**src/rtl/cfg_spi_slave.sv**
```systemverilog
module cfg_spi_slave #(
  parameter int NREG      = 16,
  parameter int CTRL_ADDR = 0,
  parameter int CMD_ADDR  = 127
) (
  input  logic              clk,
  input  logic              rst_n,
  input  logic              en,
  input  logic              sck,
  input  logic              sdio_in,
  output logic              sdio_out,
  output logic              sdio_oe,
  output logic              sdo_out,
  output logic              sdo_oe,
  output logic [NREG*8-1:0] regs_o,
  output logic              tx_go,
  output logic [7:0]        tx_cmd
);

  localparam int AW = (NREG > 1) ? $clog2(NREG) : 1;
  localparam logic [6:0]    LAST = 7'(NREG - 1);
  localparam logic [6:0]    CMD  = 7'(CMD_ADDR);
  localparam logic [AW-1:0] CTRL = AW'(CTRL_ADDR);

  logic       en_q, sck_q, pol, hdr_done, rd;
  logic [2:0] cnt;
  logic [7:0] sh, tx_sh;
  logic [6:0] addr;
  logic [7:0] regs [NREG];

  function automatic logic [7:0] rdata(input logic [6:0] a);
    return (a <= LAST) ? regs[a[AW-1:0]] : 8'h00;
  endfunction

  wire       four_wire = regs[CTRL][0];
  wire       act       = en && en_q && (pol ? (sck && !sck_q) : (!sck && sck_q));
  wire [7:0] sh_n      = {sh[6:0], sdio_in};
  wire       byte_end  = act && (cnt == 3'd7);
  wire [6:0] addr_nx   = addr + 7'd1;
  wire       wr_hit    = byte_end && hdr_done && !rd && (addr <= LAST);

  assign sdio_out = tx_sh[7];
  assign sdo_out  = tx_sh[7];
  assign sdio_oe  = en && hdr_done && rd && !four_wire;
  assign sdo_oe   = en && hdr_done && rd && four_wire;

  always_ff @(posedge clk) begin
    if (!rst_n) begin
      en_q <= 1'b0; sck_q <= 1'b0; pol <= 1'b0;
      hdr_done <= 1'b0; rd <= 1'b0; cnt <= '0;
      sh <= '0; tx_sh <= '0; addr <= '0;
      tx_go <= 1'b0; tx_cmd <= '0;
    end else begin
      en_q  <= en;
      sck_q <= sck;
      tx_go <= 1'b0;
      if (en && !en_q) pol <= sck;
      if (!en) begin
        cnt <= '0; hdr_done <= 1'b0; rd <= 1'b0;
      end else if (act) begin
        cnt   <= cnt + 3'd1;
        sh    <= sh_n;
        tx_sh <= {tx_sh[6:0], 1'b0};
        if (byte_end) begin
          if (!hdr_done) begin
            hdr_done <= 1'b1;
            rd       <= sh_n[7];
            addr     <= sh_n[6:0];
            tx_sh    <= rdata(sh_n[6:0]);
          end else begin
            addr <= addr_nx;
            if (rd) tx_sh <= rdata(addr_nx);
            else if (addr == CMD) begin
              tx_go  <= 1'b1;
              tx_cmd <= sh_n;
            end
          end
        end
      end
    end
  end

  always_ff @(posedge clk) begin
    if (!rst_n) begin
      for (int i = 0; i < NREG; i++) regs[i] <= 8'h00;
    end else if (wr_hit) begin
      regs[addr[AW-1:0]] <= sh_n;
    end
  end

  for (genvar g = 0; g < NREG; g++) begin : g_out
    assign regs_o[g*8 +: 8] = regs[g];
  end

  AST_IDLE_NO_WRITE: assert property (@(posedge clk) disable iff (!rst_n)
    !en |=> $stable(regs_o));
  AST_POL_HELD: assert property (@(posedge clk) disable iff (!rst_n)
    (en && en_q) |=> $stable(pol));
  AST_DROP_CLEARS: assert property (@(posedge clk) disable iff (!rst_n)
    !en |=> (cnt == 3'd0) && !hdr_done);
  AST_GO_SINGLE: assert property (@(posedge clk) disable iff (!rst_n)
    tx_go |=> !tx_go);
  AST_GO_FRAMED: assert property (@(posedge clk) disable iff (!rst_n)
    tx_go |-> $past(en));
  AST_OE_NOT_BOTH: assert property (@(posedge clk) disable iff (!rst_n)
    !(sdio_oe && sdo_oe));

endmodule

```
**config.mk**
```make
export PLATFORM = sky130hd
export DESIGN_NAME = cfg_spi_slave
export DESIGN_NICKNAME = d
export VERILOG_FILES = /design/src/rtl/cfg_spi_slave.sv
export SDC_FILE = /design/constraint.sdc
export NUM_CORES = 1
export LEC_CHECK = 0
export ABC_AREA = 1
export BUFFER_PORTS_ARGS = -buffer_cell sky130_fd_sc_hd__clkbuf_2
export CORE_MARGIN = 2
export CORE_UTILIZATION = 57
export CTS_CLUSTER_DIAMETER = 100
export DETAILED_ROUTE_END_ITERATION = 7
export PLACE_DENSITY = 0.8
export SYNTH_ARGS = -nofsm -noshare
export SYNTH_HDL_FRONTEND = slang
export SYNTH_SLANG_ARGS = --single-unit
```
**constraint.sdc**
```tcl
create_clock -name clk -period 3.65 [get_ports clk]
set_input_delay 0.5475 -clock clk [delete_from_list [all_inputs] [get_ports clk]]
set_output_delay 0.5475 -clock clk [all_outputs]
set_load 0.05 [all_outputs]
```
==> metrics.txt, run 1 <==
Detail Route Antenna Nets=0; Hold-fix buffers, CTS=0; Pre-antenna DRT Iters=7; worst min-delay path class=in -> reg; CP Class=reg -> reg; Initial DRC Count=1870; Post-synth EDFFs=128; grt ovf=0; GRT Total Usage=35.59%; Initial Util=58.80%; io pins=146; clock buffer depth=2; Cell Count, Final, Fillers Out=1455; crit start category=flop; initial antenna violation count=0; DRC viols=0; crit path DAT=2.92 ns; Yosys reg bits=167; Post-DP HPWL=20040 um; max-cap violation count=0; layout cells sized above 1=17.93%; min Tclk post-route=2.810 ns; reg2reg setup slack=0.84 ns; Filler cells=1280; Power per Cell Area=445.5 nW/um^2; ANT cells=0; mux share of post-synthesis cell area=0%; DP Cell Count=1424; vias=8919; Worst IR Drop VDD=0.0004455 V; hold path endpoint=sck_q; width of the die=129.7 um; Post-Synth XOR/XNOR Area=0.09726%; Max Fclk=355.9 MHz; first-pass GRT wire length=44390 um; Root Buffer=clkbuf_16; Routed WL=29800 um; height of the die=129.7 um; CORE AREA=15310 um^2; clock buffer count from CTS=17; crit end category=flop; Synth Area per Inst=8.040 um^2; share of the synthesized area in the top cell type=42.68%; fin. max-slew vios=0; Synth Area in Adders=0.9726%; syn nets=1132; ys async rst share=0%; Synth cell types=32; Clock Latency Late Sink=0.44 ns; P_leak=4.469 nW; RSZ-0062 raised after global routing=false; Syn Inst Count=1120; Hold Crit Start=sck; Wirelength per Cell=20.48 um; Crit path required time=3.76 ns; Worst R2R Path Depth=10; # resized after CTS=0; yosys warns=0; top-count cell post-synth=nand2_1; Setup Buffers After CTS=0; complex-gate fraction of the synthesized area=8.198%; final setup fails=0; clock skew=0.007191 ns; slew margin rel.=28.53%; crit-path max FO=13; num rows=45; Seq/Total Area, Yosys=51.35%; vias per cell=6.130; CTS tree=done; Die Footprint=16820 um^2; hold path depth=3; Port Buffer Count=145; R2R Path End=regs[3][1]; final core utilization=68.48%; Setup TNS=0 ns; RR Startpoint=cnt[0]; Slew @ Worst Pin=1.068 ns; P&R area growth vs syn=16.47%; area of the mapped netlist=9005 um^2; Clock Pin Slew Worst Setup and Hold Paths=0.06 ns; Nets=1244; simple-gate area share of the yosys netlist=33.57%; Synth Flop Type=edfxtp_1; largest net degree at the start of global routing=84; endpoints failing hold=0; fin crit share=76.98%; leading area contributor after synthesis=edfxtp_1; H-Tree Depth=4; largest family of logic cells by synthesized area=simple AND/OR/NAND/NOR gates; outcome=finished clean; vias in the first global route=7901; GPL Wtd Cong=0.9786; clock sinks=167; synth top area cells=edfxtp_1, nand2_1, nand3_1; most instantiated cells after synthesis=nand2_1, nand3_1, nor2_1
==> cells by family after synthesis <==
family / after synthesis
and+or+nand+nor: 675
buffers and inverters: 136
DFF: 167
AOI/OAI and AO/OA: 134
adders and majority gates: 7
xor gates and xnor gates: 1
==> power breakdown <==
group | switching, mW | internal, mW | leakage (nW)
Combinational | 0.471 | 0.116 | 2.65
Clock | 0.733 | 1.14 | 0.287
Sequential | 0.0899 | 2.12 | 1.53
Total | 1.29 | 3.38 | 4.47
==> worst max-delay path by stage <==
stage	from	end	slack, ns	cells past startpoint
CTS	cnt[0]	regs[10][5]	0.85	10
global placement	sck	regs[6][6]	0.84	10
floorplan	addr[0]	tx_sh[6]	1.11	17
detailed placement	sck	regs[10][1]	0.75	10
finish	cnt[0]	regs[3][1]	0.84	10
global route	cnt[0]	regs[11][6]	0.67	10
==> worst max-delay path: stages (launching register included) <==
cell       delay (ns)
dfxtp_1          0.35
ha_1             0.17
ha_1             0.17
inv_1            0.14
nor2_4           0.20
nand2_2          0.10
clkinv_2         0.18
o2111ai_4        0.33
nor2_8           0.37
nand2_4          0.14
nand2_1          0.32
==> metrics by stage <==
stage	cell area, um^2	power [mW]	hold slack, ns	setup slack [ns]
floorplan	9005	2.652	0.4465	1.113
global placement	9877	2.816	0.4578	0.8448
detailed placement	9877	2.824	0.4657	0.7524
CTS	10490	4.656	0.3674	0.8468
global route	10490	4.780	0.3845	0.6672
finish	10490	4.672	0.3699	0.8401
==> cells in the final DEF (no fill, tap or decap), types with 2 or more instances in the layout <==
master,netlist,layout
clkinv_4,0,2
clkbuf_16,0,17
o21ai_0,51,51
inv_1,52,51
o211ai_1,8,8
nand3_1,194,194
a21oi_1,59,59
clkbuf_2,0,145
bufinv_16,0,4
nor2_1,151,151
a31oi_1,12,12
edfxtp_1,128,128
buf_4,2,19
inv_2,0,2
nor4_1,2,2
dfxtp_1,39,38
nand2_1,295,295
clkinvlp_4,0,3
nor2_8,4,4
ha_1,7,7
nand2_4,16,16
clkinv_2,1,2
nand4_1,7,7
clkbuf_1,63,2
clkinv_1,11,11
==> registers in the layout, summed over array words and instances (netlist names) <==
signal    count
regs        128
rd            1
hdr_done      1
addr          7
sh            7
sck_q         1
en_q          1
tx_sh         8
tx_go         1
cnt           3
tx_cmd        8
pol           1
==> layout make-up <==
cell class / count / area, um^2 / share of cell area, %
Clock inverter: 12 / 177.7 / 1.694
Tap cell: 211 / 264.0 / 2.517
Inverter: 64 / 241.5 / 2.303
Multi-Input combinational cell: 817 / 3857 / 36.78
Clock buffer: 19 / 432.9 / 4.128
Timing Repair Buffer: 165 / 888.4 / 8.470
Sequential cell: 167 / 4626 / 44.11
==> per-layer routing <==
metal  track usage (%)  vias to the layer above  wire length, um
met5             1.176                        -                0
met3             9.389                      125             4423
met2             52.82                      775            12990
met4             14.48                        0             1334
met1             49.97                     4031            11040
li1                  -                     3988                -
No activity file was read; power rests on OpenSTA's default activity.
==> run 2: changes to the inputs <==
--- a/config.mk
+++ b/config.mk
@@ -8,10 +8,10 @@
 export ABC_AREA = 1
 export BUFFER_PORTS_ARGS = -buffer_cell sky130_fd_sc_hd__clkbuf_2
 export CORE_MARGIN = 2
-export CORE_UTILIZATION = 57
+export CORE_UTILIZATION = 52
 export CTS_CLUSTER_DIAMETER = 100
 export DETAILED_ROUTE_END_ITERATION = 7
-export PLACE_DENSITY = 0.8
+export PLACE_DENSITY = 0.77
 export SYNTH_ARGS = -nofsm -noshare
 export SYNTH_HDL_FRONTEND = slang
 export SYNTH_SLANG_ARGS = --single-unit
==> constraint.sdc (replaced) <==
create_clock -name clk -period 2.31 [get_ports clk]
set_input_delay 0.3465 -clock clk [delete_from_list [all_inputs] [get_ports clk]]
set_output_delay 0.3465 -clock clk [all_outputs]
set_load 0.05 [all_outputs]
==> run 2 against run 1 <==
  * Sequential power rose by 58%
  * Wire length rose by 3.2%
  * First-iteration DRC count decreased by 24%
  * Register-to-register slack got worse by 0.77 ns
  * Clock power is 66% higher
  * Final area grew 4.7%
  * Worst setup slack got worse by 0.77 ns
  * Total power grew 61%
  * Via count up 1.8%
==> metrics.txt, run 2 (same netlist as run 1, synthesis figures left out) <==
Power per Cell Area=686.1 nW/um^2; width of the die=135.6 um; clock network fraction of design power=41.2%; crit-path max FO=8; num rows=48; vias per cell=6.005; Biggest register=regs; Clock Latency Late Sink=0.44 ns; Nets=1286; Clock Pin Slew Worst Setup and Hold Paths=0.06 ns; commonest cells after routing, fill and taps aside=nand2_1, nand3_1, nor2_1, clkbuf_2, edfxtp_1; Root Buffer=clkbuf_16; Post-DP HPWL=21020 um; Slew @ Worst Pin=0.5957 ns; clock buffer count from CTS=17; largest net degree at the start of global routing=53; slowest CP cell=dfxtp_1; Setup TNS=0 ns; vias in the first global route=8087; sequential power share=46.3%; DP Cell Count=1476; Sw Share=28.62%; crit start category=flop; Filler cells=1469; P&R area growth vs syn=21.97%; CTS tree=done; CP Cell Sequence=ha_1 > ha_1 > inv_1 > nor2_4 > nand2_2 > clkinv_2 > o2111ai_4 > buf_12 > nor2_8 > buf_12 > nand2_4 > nand2_2; Cell Count, Final, Fillers Out=1512; met1 usage=46.41%; GRT Total Usage=33.37%; max-cap violation count=0; Wirelength per Cell=20.33 um; CORE AREA=17120 um^2; Sw Pwr=2.156 mW; fin crit share=97.09%; H-Tree Depth=4; Initial Util=52.61%; Initial DRC Count=1416; slew margin rel.=60.29%; Hold-fix buffers, CTS=0; layout cells sized above 1=21.99%; crit end category=flop; clock buffer depth=2; met2 Resource Use GR=49.55%; initial antenna violation count=0; Largest regs=regs: 128 flops, tx_cmd: 8 flops, tx_sh: 8 flops; CP top delay family=simple AND/OR/NAND/NOR gates; max reg flops=128; io pins=146; endpoints failing hold=0; combinational share of power=12.5%; clock sinks=167; internal power=5.379 mW; crit path DAT=2.37 ns; fin. max-slew vios=0; GRT Max-Usage Layer=met2; grt ovf=0; Pre-antenna DRT Iters=7; GPL Wtd Cong=0.9519; M3 GR Usage=8.043%; Buf+Inv Stages, Crit Path=4; Port Buffer Count=145; Routed WL=30750 um; ANT cells=0; first-pass GRT wire length=45690 um; final setup fails=0; Worst IR Drop VDD=0.0006626 V; slowest stage delay, CP=0.35 ns; height of the die=135.6 um; clock skew=0.01323 ns; most common cell after layout, fill and taps aside=nand2_1; P_leak=4.708 nW; min Tclk post-route=2.243 ns; CP Class=reg -> reg; outcome=finished clean; Detail Route Antenna Nets=0; DRC viols=0; Die Footprint=18390 um^2; Crit path required time=2.44 ns; vias=9080; RSZ-0062 raised after global routing=false; worst min-delay path class=in -> reg; Max Fclk=445.9 MHz
[run 2: changes by cell type in the layout (fill, tap and decap cells not counted)]
cell	before	now
buf_12	1	8
clkbuf_1	2	0
clkinv_4	2	1
nand2_2	1	15
nand2_1	295	281
ha_1	7	6
buf_4	19	54
inv_8	0	2
clkinv_2	2	1
ha_4	0	1
inv_6	1	4
[run 2: path summary, 6_finish.rpt]
check	start	end	slack, ns	cells after the start
worst max-delay path	cnt[0]	regs[0][5]	0.07	12
worst min-delay path	sck	sck_q	0.17	3
worst max register to register	cnt[0]	regs[0][5]	0.07	12
worst min register to register	pol	pol	0.48	2
[run 2: cell type report]
class                           count  area (um^2)  share of cell area, %
Inverter                           64        241.5                  2.199
Tap cell                          225        281.5                  2.563
Multi-Input combinational cell    817         3905                  35.55
Clock buffer                       17        425.4                  3.873
Clock inverter                     15        212.7                  1.937
Sequential cell                   167         4626                  42.12
Timing Repair Buffer              207         1291                  11.76
[run 2: stage by stage]
| stage | cell area [um^2] | utilization (%) | power (mW) | hold slack [ns] | setup slack (ns) |
|---|---|---|---|---|---|
| after floorplan | 9011 | - | 4.190 | 0.4400 | -0.005200 |
| after global placement | 10230 | 59.77 | 4.462 | 0.4573 | -0.03367 |
| after detailed placement | 10230 | 59.77 | 4.472 | 0.4668 | -0.08056 |
| after CTS | 10950 | 63.96 | 7.513 | 0.1609 | 0.06822 |
| after global routing | 10980 | 64.17 | 7.704 | 0.1905 | 0.003107 |
| final | 10980 | 64.17 | 7.535 | 0.1660 | 0.06726 |
[run 2: what timing repair did]
action | 4_1_cts | 5_1_grt
hold endpoints to repair | 0 | 0
setup buffers | 4 | 0
pin swaps | 1 | 0
endpoints found under the setup margin | 126 | 86
resized for setup | 5 | 11
[run 2: power by group through the flow]
stage          logic, mW  clock network, mW  registers [mW]
3_5_place_dp       0.927                  0            3.54
4_1_cts            0.933               3.10            3.48
3_3_place_gp       0.915                  0            3.55
2_1_floorplan      0.278                  0            3.91
5_1_grt            0.994               3.22            3.49
6_report           0.944               3.10            3.49
[run 2: worst reg2reg max path, delay by kind of cell, from the launching register on]
kind                       cells  cell delay (ns)
adders and majority gates      2             0.32
buffers and inverters          4             0.49
DFF                            1             0.35
and+or+nand+nor                5             0.65
AOI/OAI and AO/OA              1             0.11
[run 2: metal layers]
layer  up-vias  share of wire, %
li1       4075                 -
met1      4162                39
met2       720                44
met3       123                13
met4         0               4.3
met5         -                 0
==> run 3: changes to the inputs <==
--- a/config.mk
+++ b/config.mk
@@ -8,10 +8,10 @@
 export ABC_AREA = 1
 export BUFFER_PORTS_ARGS = -buffer_cell sky130_fd_sc_hd__clkbuf_2
 export CORE_MARGIN = 2
-export CORE_UTILIZATION = 52
+export CORE_UTILIZATION = 57
 export CTS_CLUSTER_DIAMETER = 100
 export DETAILED_ROUTE_END_ITERATION = 7
-export PLACE_DENSITY = 0.77
+export PLACE_DENSITY = 0.8
 export SYNTH_ARGS = -nofsm -noshare
 export SYNTH_HDL_FRONTEND = slang
 export SYNTH_SLANG_ARGS = --single-unit
==> constraint.sdc (replaced) <==
create_clock -name clk -period 2.57 [get_ports clk]
set_input_delay 0.3855 -clock clk [delete_from_list [all_inputs] [get_ports clk]]
set_output_delay 0.3855 -clock clk [all_outputs]
set_load 0.05 [all_outputs]
==> run 3 against run 2 <==
  * Register-to-register slack better by 0.13 ns
  * Final cell count is 2.4% lower
  * Clock skew down 0.0022 ns
  * Flip-flop and latch count stayed put
  * Combinational power decreased by 11%
  * Die area down 8.5%
==> metrics.txt, run 3 (same netlist as run 1, synthesis figures left out) <==
vias in the first global route=7674; Routed WL=28960 um; grt ovf=0; crit-path max FO=9; Pre-antenna DRT Iters=6; io pins=146; RR Startpoint=cnt[0]; Seq. cell area=4626 um^2; Power per Cell Area=608.3 nW/um^2; Cell Count, Final, Fillers Out=1476; Nets=1264; clock network fraction of design power=38.5%; largest net degree at the start of global routing=84; Port Buffer Count=145; Power Total=6.456 mW; final setup fails=0; crit end category=flop; Biggest register=regs; DRC viols=0; Clock Pin Slew Worst Setup and Hold Paths=0.07 ns; routed wire length on met3=3895 um; Setup Buffers After CTS=0; Critical Path Source=cnt[0]; max reg flops=128; reg2reg setup slack=0.20 ns; Hold Crit Start=sck; met2 wire length=12750 um; width of the die=129.7 um; Hold-fix buffers, CTS=0; Initial Util=58.80%; clock sinks=167; CP Class=reg -> reg; worst min-delay path class=in -> reg; crit start category=flop; clock skew=0.01099 ns; GPL Wtd Cong=0.9621; P_leak=4.564 nW; internal power=4.539 mW; hold slack=0.1971 ns; area post-placement=10040 um^2; CORE AREA=15310 um^2; height of the die=129.7 um; Filler cells=1251; Crit path required time=2.68 ns; outcome=finished clean; hold path depth=3; Max Fclk=421.6 MHz; vias per cell=6.055; Finished Cell Area=10610 um^2; P&R area growth vs syn=17.85%; most common cell after layout, fill and taps aside=nand2_1; vias=8937; sequential power share=48.5%; GRT Total Usage=34.48%; layout cells sized above 1=19.45%; M1 WL=10980 um; initial antenna violation count=0; clock buffer depth=2; fin crit share=92.30%; Worst IR Drop VDD=0.0005670 V; Root Buffer=clkbuf_16; Largest regs=regs: 128 flops, tx_cmd: 8 flops, tx_sh: 8 flops; clock buffer count from CTS=17; Worst R2R Path Depth=11; Slew @ Worst Pin=0.5172 ns; first-pass GRT wire length=43110 um; crit path DAT=2.48 ns; Die Footprint=16820 um^2; max-cap violation count=0; Post-DP HPWL=19870 um; # resized after CTS=0; min Tclk post-route=2.372 ns; Setup TNS=0 ns; combinational share of power=13.0%; commonest cells after routing, fill and taps aside=nand2_1, nand3_1, nor2_1, clkbuf_2, edfxtp_1; DP Cell Count=1444; RSZ-0062 raised after global routing=false; num rows=45; endpoints failing hold=0; top routing layer used=met4; Sw Pwr=1.916 mW; Sw Share=29.68%; slew margin rel.=65.39%; R2R Path End=regs[14][2]; ANT cells=0; Wirelength per Cell=19.62 um; Initial DRC Count=1581; H-Tree Depth=4; fin. max-slew vios=0; hold path endpoint=sck_q; Clock Latency Late Sink=0.44 ns; Detail Route Antenna Nets=0; multi-input combinational cell area=3857 um^2; CTS tree=done
## run 3: changes by cell type in the layout (fill, tap and decap cells not counted), sizes merged
cell / previous run / this run
bufinv: 4 / 1
clkinv: 13 / 17
clkinvlp: 3 / 2
buf: 62 / 40
inv: 59 / 58
clkbuf: 162 / 163
## run 3: per-layer routing
metal,track usage [%],vias to the layer above
met3,9.799,114
li1,-,4027
met4,13.98,0
met5,0,-
met1,48.05,4103
met2,51.25,693
## run 3: final cells by class
type	count	share of cell area, %
repair buffers	185	9.903
inverters	64	2.275
well taps	211	2.488
flip-flops and latches	167	43.59
clock inverters	14	1.356
clock buffers	18	4.044
multi-input cells	817	36.35
## run 3: worst max-delay path by stage
stage | endpoint | slack, ns | depth (start not counted)
floorplan | tx_sh[6] | 0.03 | 17
global placement | regs[10][5] | 0.27 | 11
detailed placement | regs[6][2] | 0.19 | 11
CTS | regs[6][4] | 0.20 | 11
global route | tx_sh[7] | 0.04 | 11
finish | regs[14][2] | 0.20 | 11
## run 3: worst max-delay path: stages (launching register included)
cell and delay [ns]:
dfxtp_1 0.34, ha_1 0.15, ha_1 0.17, inv_1 0.12, nor2_4 0.14, nand2_2 0.09
clkinv_2 0.08, o2111ai_4 0.11, buf_12 0.19, nor2_8 0.23, nand2_4 0.13, nand2_1 0.29
## run 3: power by group through the flow
stage / Combinational (mW) / Sequential [mW] / Clock (mW)
floorplan: 0.250 / 3.52 / 0
global placement: 0.818 / 3.18 / 0
detailed placement: 0.826 / 3.18 / 0
CTS: 0.829 / 3.12 / 2.49
global route: 0.880 / 3.14 / 2.61
finish: 0.836 / 3.13 / 2.49
## run 3: stage by stage
stage | setup WS [ns] | utilization, %
floorplan | 0.03287 | -
global placement | 0.2685 | 65.56
detailed placement | 0.1937 | 65.56
CTS | 0.1976 | 69.30
global route | 0.04278 | 69.30
finish | 0.1978 | 69.30
